### src/rtl/muldiv_pkg.sv
package muldiv_pkg;
  typedef enum logic [2:0] {
    MD_NONE  = 3'd0,
    MD_MULS  = 3'd1,
    MD_MULU  = 3'd2,
    MD_DIVS  = 3'd3,
    MD_DIVU  = 3'd4,
    MD_LDHI  = 3'd5,
    MD_LDLO  = 3'd6
  } md_op_e;
endpackage

### src/rtl/muldiv_mult.sv
module muldiv_mult #(
  parameter int WIDTH = 32
) (
  input  logic [WIDTH-1:0]   opa,
  input  logic [WIDTH-1:0]   opb,
  input  logic               is_signed,
  output logic [2*WIDTH-1:0] prod
);
  localparam int PW = 2 * WIDTH;

  logic [PW-1:0] ext_a;
  logic [PW-1:0] ext_b;

  always_comb begin
    ext_a = {{WIDTH{is_signed & opa[WIDTH-1]}}, opa};
    ext_b = {{WIDTH{is_signed & opb[WIDTH-1]}}, opb};
    prod  = ext_a * ext_b;
  end
endmodule

### src/rtl/muldiv_div.sv
module muldiv_div #(
  parameter int WIDTH = 32
) (
  input  logic             clk,
  input  logic             rst_n,
  input  logic             start,
  input  logic             is_signed,
  input  logic [WIDTH-1:0] dividend,
  input  logic [WIDTH-1:0] divisor,
  output logic             active,
  output logic             done,
  output logic [WIDTH-1:0] quo_out,
  output logic [WIDTH-1:0] rem_out
);
  localparam int CW = $clog2(WIDTH + 1);

  logic [WIDTH-1:0] rem_q, rem_d, quo_q, quo_d, dvs_q, dvs_d;
  logic [CW-1:0]    cnt_q, cnt_d;
  logic             act_q, act_d, negq_q, negq_d, negr_q, negr_d;
  logic [WIDTH:0]   shifted, trial;
  logic [WIDTH-1:0] step_rem, step_quo, mag_a, mag_b;
  logic             sign_a, sign_b;

  always_comb begin
    sign_a   = is_signed & dividend[WIDTH-1];
    sign_b   = is_signed & divisor[WIDTH-1];
    mag_a    = sign_a ? (~dividend + 1'b1) : dividend;
    mag_b    = sign_b ? (~divisor + 1'b1) : divisor;
    shifted  = {rem_q, quo_q[WIDTH-1]};
    trial    = shifted - {1'b0, dvs_q};
    if (!trial[WIDTH]) begin
      step_rem = trial[WIDTH-1:0];
      step_quo = {quo_q[WIDTH-2:0], 1'b1};
    end else begin
      step_rem = shifted[WIDTH-1:0];
      step_quo = {quo_q[WIDTH-2:0], 1'b0};
    end
    done    = act_q && (cnt_q == CW'(1));
    quo_out = negq_q ? (~step_quo + 1'b1) : step_quo;
    rem_out = negr_q ? (~step_rem + 1'b1) : step_rem;
    active  = act_q;
  end

  always_comb begin
    rem_d  = rem_q;
    quo_d  = quo_q;
    dvs_d  = dvs_q;
    cnt_d  = cnt_q;
    act_d  = act_q;
    negq_d = negq_q;
    negr_d = negr_q;
    if (start) begin
      rem_d  = '0;
      quo_d  = mag_a;
      dvs_d  = mag_b;
      cnt_d  = CW'(WIDTH);
      act_d  = 1'b1;
      negq_d = sign_a ^ sign_b;
      negr_d = sign_a;
    end else if (act_q) begin
      rem_d = step_rem;
      quo_d = step_quo;
      cnt_d = cnt_q - 1'b1;
      act_d = !done;
    end
  end

  always_ff @(posedge clk or negedge rst_n) begin
    if (!rst_n) begin
      rem_q  <= '0;
      quo_q  <= '0;
      dvs_q  <= '0;
      cnt_q  <= '0;
      act_q  <= 1'b0;
      negq_q <= 1'b0;
      negr_q <= 1'b0;
    end else begin
      rem_q  <= rem_d;
      quo_q  <= quo_d;
      dvs_q  <= dvs_d;
      cnt_q  <= cnt_d;
      act_q  <= act_d;
      negq_q <= negq_d;
      negr_q <= negr_d;
    end
  end

  AST_CNT_IN_RANGE: assert property (@(posedge clk) disable iff (!rst_n)
    act_q |-> (cnt_q != '0 && cnt_q <= CW'(WIDTH)));
  AST_DONE_ENDS_RUN: assert property (@(posedge clk) disable iff (!rst_n)
    done |=> !act_q);
  AST_NO_RESTART: assert property (@(posedge clk) disable iff (!rst_n)
    act_q |-> !start);
endmodule

### src/rtl/muldiv_unit.sv
module muldiv_unit
  import muldiv_pkg::*;
#(
  parameter int WIDTH = 32
) (
  input  logic             clk,
  input  logic             rst_n,
  input  logic             op_valid,
  input  logic [2:0]       op_code,
  input  logic [WIDTH-1:0] src_a,
  input  logic [WIDTH-1:0] src_b,
  output logic             busy,
  output logic [WIDTH-1:0] hi_q,
  output logic [WIDTH-1:0] lo_q
);
  localparam int PW = 2 * WIDTH;

  logic             accept, is_mul, is_div, op_signed;
  logic             div_active, div_done;
  logic [PW-1:0]    product;
  logic [WIDTH-1:0] div_quo, div_rem;
  logic [WIDTH-1:0] hi_d, lo_d;
  logic             hi_en, lo_en;

  always_comb begin
    accept    = op_valid && !div_active;
    is_mul    = (op_code == MD_MULS) || (op_code == MD_MULU);
    is_div    = (op_code == MD_DIVS) || (op_code == MD_DIVU);
    op_signed = (op_code == MD_MULS) || (op_code == MD_DIVS);
  end

  muldiv_mult #(.WIDTH(WIDTH)) u_mult (
    .opa(src_a), .opb(src_b), .is_signed(op_signed), .prod(product)
  );

  muldiv_div #(.WIDTH(WIDTH)) u_div (
    .clk(clk), .rst_n(rst_n), .start(accept && is_div), .is_signed(op_signed),
    .dividend(src_a), .divisor(src_b), .active(div_active), .done(div_done),
    .quo_out(div_quo), .rem_out(div_rem)
  );

  always_comb begin
    hi_d  = hi_q;
    lo_d  = lo_q;
    hi_en = 1'b0;
    lo_en = 1'b0;
    if (div_done) begin
      hi_d  = div_rem;
      lo_d  = div_quo;
      hi_en = 1'b1;
      lo_en = 1'b1;
    end else if (accept && is_mul) begin
      hi_d  = product[PW-1:WIDTH];
      lo_d  = product[WIDTH-1:0];
      hi_en = 1'b1;
      lo_en = 1'b1;
    end else if (accept && op_code == MD_LDHI) begin
      hi_d  = src_a;
      hi_en = 1'b1;
    end else if (accept && op_code == MD_LDLO) begin
      lo_d  = src_a;
      lo_en = 1'b1;
    end
  end

  always_ff @(posedge clk or negedge rst_n) begin
    if (!rst_n) begin
      hi_q <= '0;
      lo_q <= '0;
    end else begin
      if (hi_en) hi_q <= hi_d;
      if (lo_en) lo_q <= lo_d;
    end
  end

  assign busy = div_active;

  AST_HOLD_WHILE_BUSY: assert property (@(posedge clk) disable iff (!rst_n)
    (busy && !div_done) |=> ($stable(hi_q) && $stable(lo_q)));
  AST_MUL_NO_STALL: assert property (@(posedge clk) disable iff (!rst_n)
    (op_valid && !busy && is_mul) |=> !busy);
  AST_DIV_RAISES_BUSY: assert property (@(posedge clk) disable iff (!rst_n)
    (op_valid && !busy && is_div) |=> busy);
  AST_IDLE_CODE_HOLDS: assert property (@(posedge clk) disable iff (!rst_n)
    (op_valid && !busy && (op_code == 3'd0 || op_code == 3'd7)) |=>
      ($stable(hi_q) && $stable(lo_q)));
endmodule

### config.mk
export PLATFORM = sky130hd
export DESIGN_NAME = muldiv_unit
export DESIGN_NICKNAME = d
export VERILOG_FILES = /design/src/rtl/muldiv_pkg.sv /design/src/rtl/muldiv_mult.sv /design/src/rtl/muldiv_div.sv /design/src/rtl/muldiv_unit.sv
export SDC_FILE = /design/constraint.sdc
export NUM_CORES = 2
export LEC_CHECK = 0
export ABC_AREA = 1
export ABC_CLOCK_PERIOD_IN_PS = 5000
export BUFFER_PORTS_ARGS = -buffer_cell sky130_fd_sc_hd__clkbuf_2
export CAP_MARGIN = 10
export CELL_PAD_IN_SITES_DETAIL_PLACEMENT = 0
export CELL_PAD_IN_SITES_GLOBAL_PLACEMENT = 2
export CORE_ASPECT_RATIO = 1.1
export CORE_MARGIN = 4
export CORE_UTILIZATION = 40
export CTS_CLUSTER_SIZE = 28
export DETAILED_ROUTE_END_ITERATION = 16
export GPL_TIMING_DRIVEN = 1
export PLACE_DENSITY = 0.93
export SYNTH_ARGS = -nofsm -noshare
export SYNTH_HDL_FRONTEND = slang
export SYNTH_SLANG_ARGS = --single-unit
### constraint.sdc
create_clock -name clk -period 5 [get_ports clk]
set_clock_uncertainty 0.1 [all_clocks]
set_input_delay 1 -clock clk [delete_from_list [all_inputs] [get_ports clk]]
set_output_delay 1 -clock clk [all_outputs]
set_load 0.02 [all_outputs]
==> results by group <==
Clocking
  • CTS Buf Count: 17
  • Clk_lat worst skew: 0.47 ns
  • Num Clock Sinks: 169
  • CTS Hold Bufs: 0
  • TritonCTS clock tree: done
  • H-tree depth: 4
  • Bufs on Longest Clock Path: 2
  • Root Driver: clkbuf_16
  • Reg clk slew, reported paths: 0.07 ns

Timing
  • Crit share post-route: 159%
  • RSZ-0062 raised after global routing: yes
  • Tmin final: 7.95 ns
  • Hold slack: 0.386 ns
  • # setup viols final: 58
  • Fmax: 126 MHz
  • Max-slew headroom: 25.9%
  • Fin. Hold Viols: 0
  • Worst Tran Pin Value: 1.10 ns
  • Final worst slack: -2.95 ns
  • Final Max Tran Viols: 0

Drt
  • DR vias: 47900
  • Via density: 5.07
  • Number of remaining DRC errors: 0
  • First DRT Iteration DRCs: 3481
  • DR pass1 iterations: 7
  • Routed length per instance: 21.4 um
  • Routed WL: 203 mm
  • ANT nets after route: 0

Worst setup path
  • Largest stage delay, worst path: 0.61 ns
  • Origin of the critical flop-to-flop path: u_div.quo_q[31]
  • Worst r2r dst: lo_q[30]
  • Critical path's slowest cell: fa_2
  • CP arrival: 8.18 ns
  • CP Max Fanout: 6
  • CP endpoint kind: register
  • R2R Setup Slk: 0.30 ns
  • Top cell by count, worst path: fa_1
  • Cells on worst reg2reg path: 25
  • Startpoint Class: input port
  • WS Path Type: in2reg
  • Critical path launch point: op_code[2]
  • CP required: 5.24 ns

Synth
  • Post-synthesis area per instance: 7.58 um2
  • Sequential area share after synthesis: 7.97%
  • Library cells used by synthesis: 56
  • Net Count, Synth: 8446
  • Synthesized area: 53000 um2
  • Post-Syn Instances: 7000
  • Yosys warns: 0
  • #FFs+latches synth: 169

Min path
  • HP Class: reg2reg
  • WHS Path Cells: 2
  • Hold EP: u_div.dvs_q[8]
  • Hold path start: u_div.dvs_q[8]

GRT
  • Largest net degree at the start of global routing: 105
  • First-pass GRT wire length: 302 mm
  • Total track usage: 28.7%
  • Vias in the first global route: 50500
  • Initial antenna violation count: 8
  • Grt ovf: 0

Die
  • Row count: 139
  • Die H: 390 um
  • Core box area: 131000 um2
  • Die area: 139000 um2
  • Die W: 355 um
  • I/O Pins: 135
  • Starting Density: 40.4%

Final layout
  • P&R area growth vs syn: 27.1%
  • Ratio of cells with drive above 1 in the final layout: 23.1%
  • Final nets: 9111

Place
  • GPL Wtd Cong: 0.997
  • IO Port Bufs: 134
  • DP Wirelength: 164 mm

Status
  • Violations in the final reports: setup timing
  • Status: finished, violations left

Flow run
  • Max-cap violations: 0
==> cells by family (layout without fill, tap and decap cells) <==
| group | after synthesis | after routing | synth area share (%) |
|---|---|---|---|
| buffers and inverters | 2182 | 2860 | 15.6 |
| other | 0 | 5 | 0 |
| and+or+nand+nor | 2512 | 2512 | 19.2 |
| AOI/OAI and AO/OA | 618 | 618 | 6.46 |
| xor gates and xnor gates | 143 | 143 | 2.36 |
| DFF | 169 | 169 | 7.97 |
| adders and majority gates | 1376 | 1376 | 48.4 |
==> cell usage in the layout (no fill, tap or decap), types with 26 or more instances in the layout <==
cell type / netlist / final
clkbuf_16: 0 / 26
ha_1: 250 / 187
a21oi_2: 6 / 88
nand2_1: 1806 / 1692
buf_4: 2 / 636
nor3_1: 32 / 27
a21oi_1: 211 / 100
nand2_2: 20 / 96
nor2_2: 11 / 45
o21ai_0: 243 / 154
a21oi_4: 1 / 30
o22ai_1: 42 / 40
nand3_2: 2 / 32
inv_1: 1829 / 1728
o21ai_1: 12 / 46
inv_2: 7 / 101
nor2_4: 5 / 47
nor2_1: 356 / 280
xnor2_1: 35 / 31
ha_4: 0 / 61
nand2_4: 6 / 41
o21ai_2: 1 / 41
dfrtp_1: 169 / 169
buf_6: 8 / 87
fa_1: 1126 / 1076
nand3_1: 167 / 132
fa_2: 0 / 50
xor2_1: 108 / 103
buf_12: 0 / 120
clkbuf_2: 0 / 112
nand4_1: 33 / 33
==> state kept, by name, summed over array words and instances, names as in the netlist <==
signal / count
hi_q: 32
lo_q: 32
u_div.dvs_q: 32
u_div.quo_q: 32
u_div.rem_q: 32
u_div.cnt_q: 6
u_div.active: 1
u_div.negq_q: 1
u_div.negr_q: 1
==> worst max path at each step <==
stage,endpoint
finish,hi_q[27]
floorplan,hi_q[27]
global placement,hi_q[24]
CTS,hi_q[22]
global route,hi_q[27]
detailed placement,hi_q[24]
==> worst max-delay path, delay by kind of cell <==
family	cells	cell delay (ns)
AOI/OAI and AO/OA	6	0.74
adders and majority gates	9	4.47
buffers and inverters	11	1.20
and+or+nand+nor	8	0.79
==> timing repair <==
| action | 4_1_cts | 5_1_grt |
|---|---|---|
| endpoints found under the setup margin | 58 | 58 |
| pin swaps | 127 | 217 |
| resized for setup | 313 | 445 |
| gates cloned | 6 | 8 |
| buffers inserted | 61 | 66 |
==> synth_stat cells, drive strengths merged <==
cell / count / area (um2)
buf: 94 / 437
o31ai: 4 / 30.0
o32ai: 1 / 8.76
a41oi: 2 / 17.5
inv: 1836 / 6890
a21oi: 218 / 1120
o221ai: 3 / 26.3
nand2: 1832 / 6970
o211ai: 18 / 135
or2: 30 / 188
and2: 6 / 37.5
nand3: 171 / 891
and3: 3 / 18.8
a22o: 1 / 8.76
nand4: 35 / 240
a31oi: 33 / 206
fa: 1126 / 22500
a221o: 1 / 10.0
nor4: 16 / 100
nor2b: 1 / 6.26
clkinv: 3 / 11.3
o2111ai: 6 / 52.6
xor2: 108 / 946
xnor2: 35 / 307
o21a: 5 / 37.5
clkbuf: 249 / 935
o22ai: 42 / 263
dfrtp: 169 / 4230
a31o: 3 / 26.3
nand3b: 11 / 82.6
o21bai: 7 / 52.6
nor2: 372 / 1460
nor3: 35 / 190
ha: 250 / 3130
a21boi: 3 / 22.5
o21ai: 257 / 1300
a21o: 14 / 105
==> stage by stage <==
step | cell area [um2] | TNS [ns] | std cells | setup slack (ns) | util (%)
finish | 67400 | -134.93 | 9445 | -2.95 | 51.4
global route | 67400 | -145.68 | 9441 | -3.22 | 51.4
CTS | 65200 | -137.07 | 9376 | -2.97 | 49.7
detailed placement | 62600 | -177.41 | 9279 | -3.79 | 47.7
floorplan | 56100 | -117.43 | 7000 | -2.88 | -
global placement | 62600 | -174.52 | 9279 | -3.66 | 47.7
==> routing by layer <==
layer  track usage, %  vias to the layer above  share of wire [%]
met4             12.9                       12                6.0
li1                 -                    21600                  -
met5                0                        -              0.040
met3             3.65                      445                6.1
met2             49.5                     1705                 49
met1             35.9                    24100                 39
==> final cells by class <==
class | instances | area, um2
clock inverters | 15 | 184
flip-flops and latches | 169 | 4230
fillers | 12600 | 63700
inverters | 1839 | 6940
well taps | 1762 | 2200
repair buffers | 989 | 9400
clock buffers | 17 | 425
diodes | 5 | 12.5
multi-input cells | 4649 | 44000
Power is left out: the tool's default activity adds up to more than one toggle a clock period on the data nets, which glitch-free logic cannot reach.
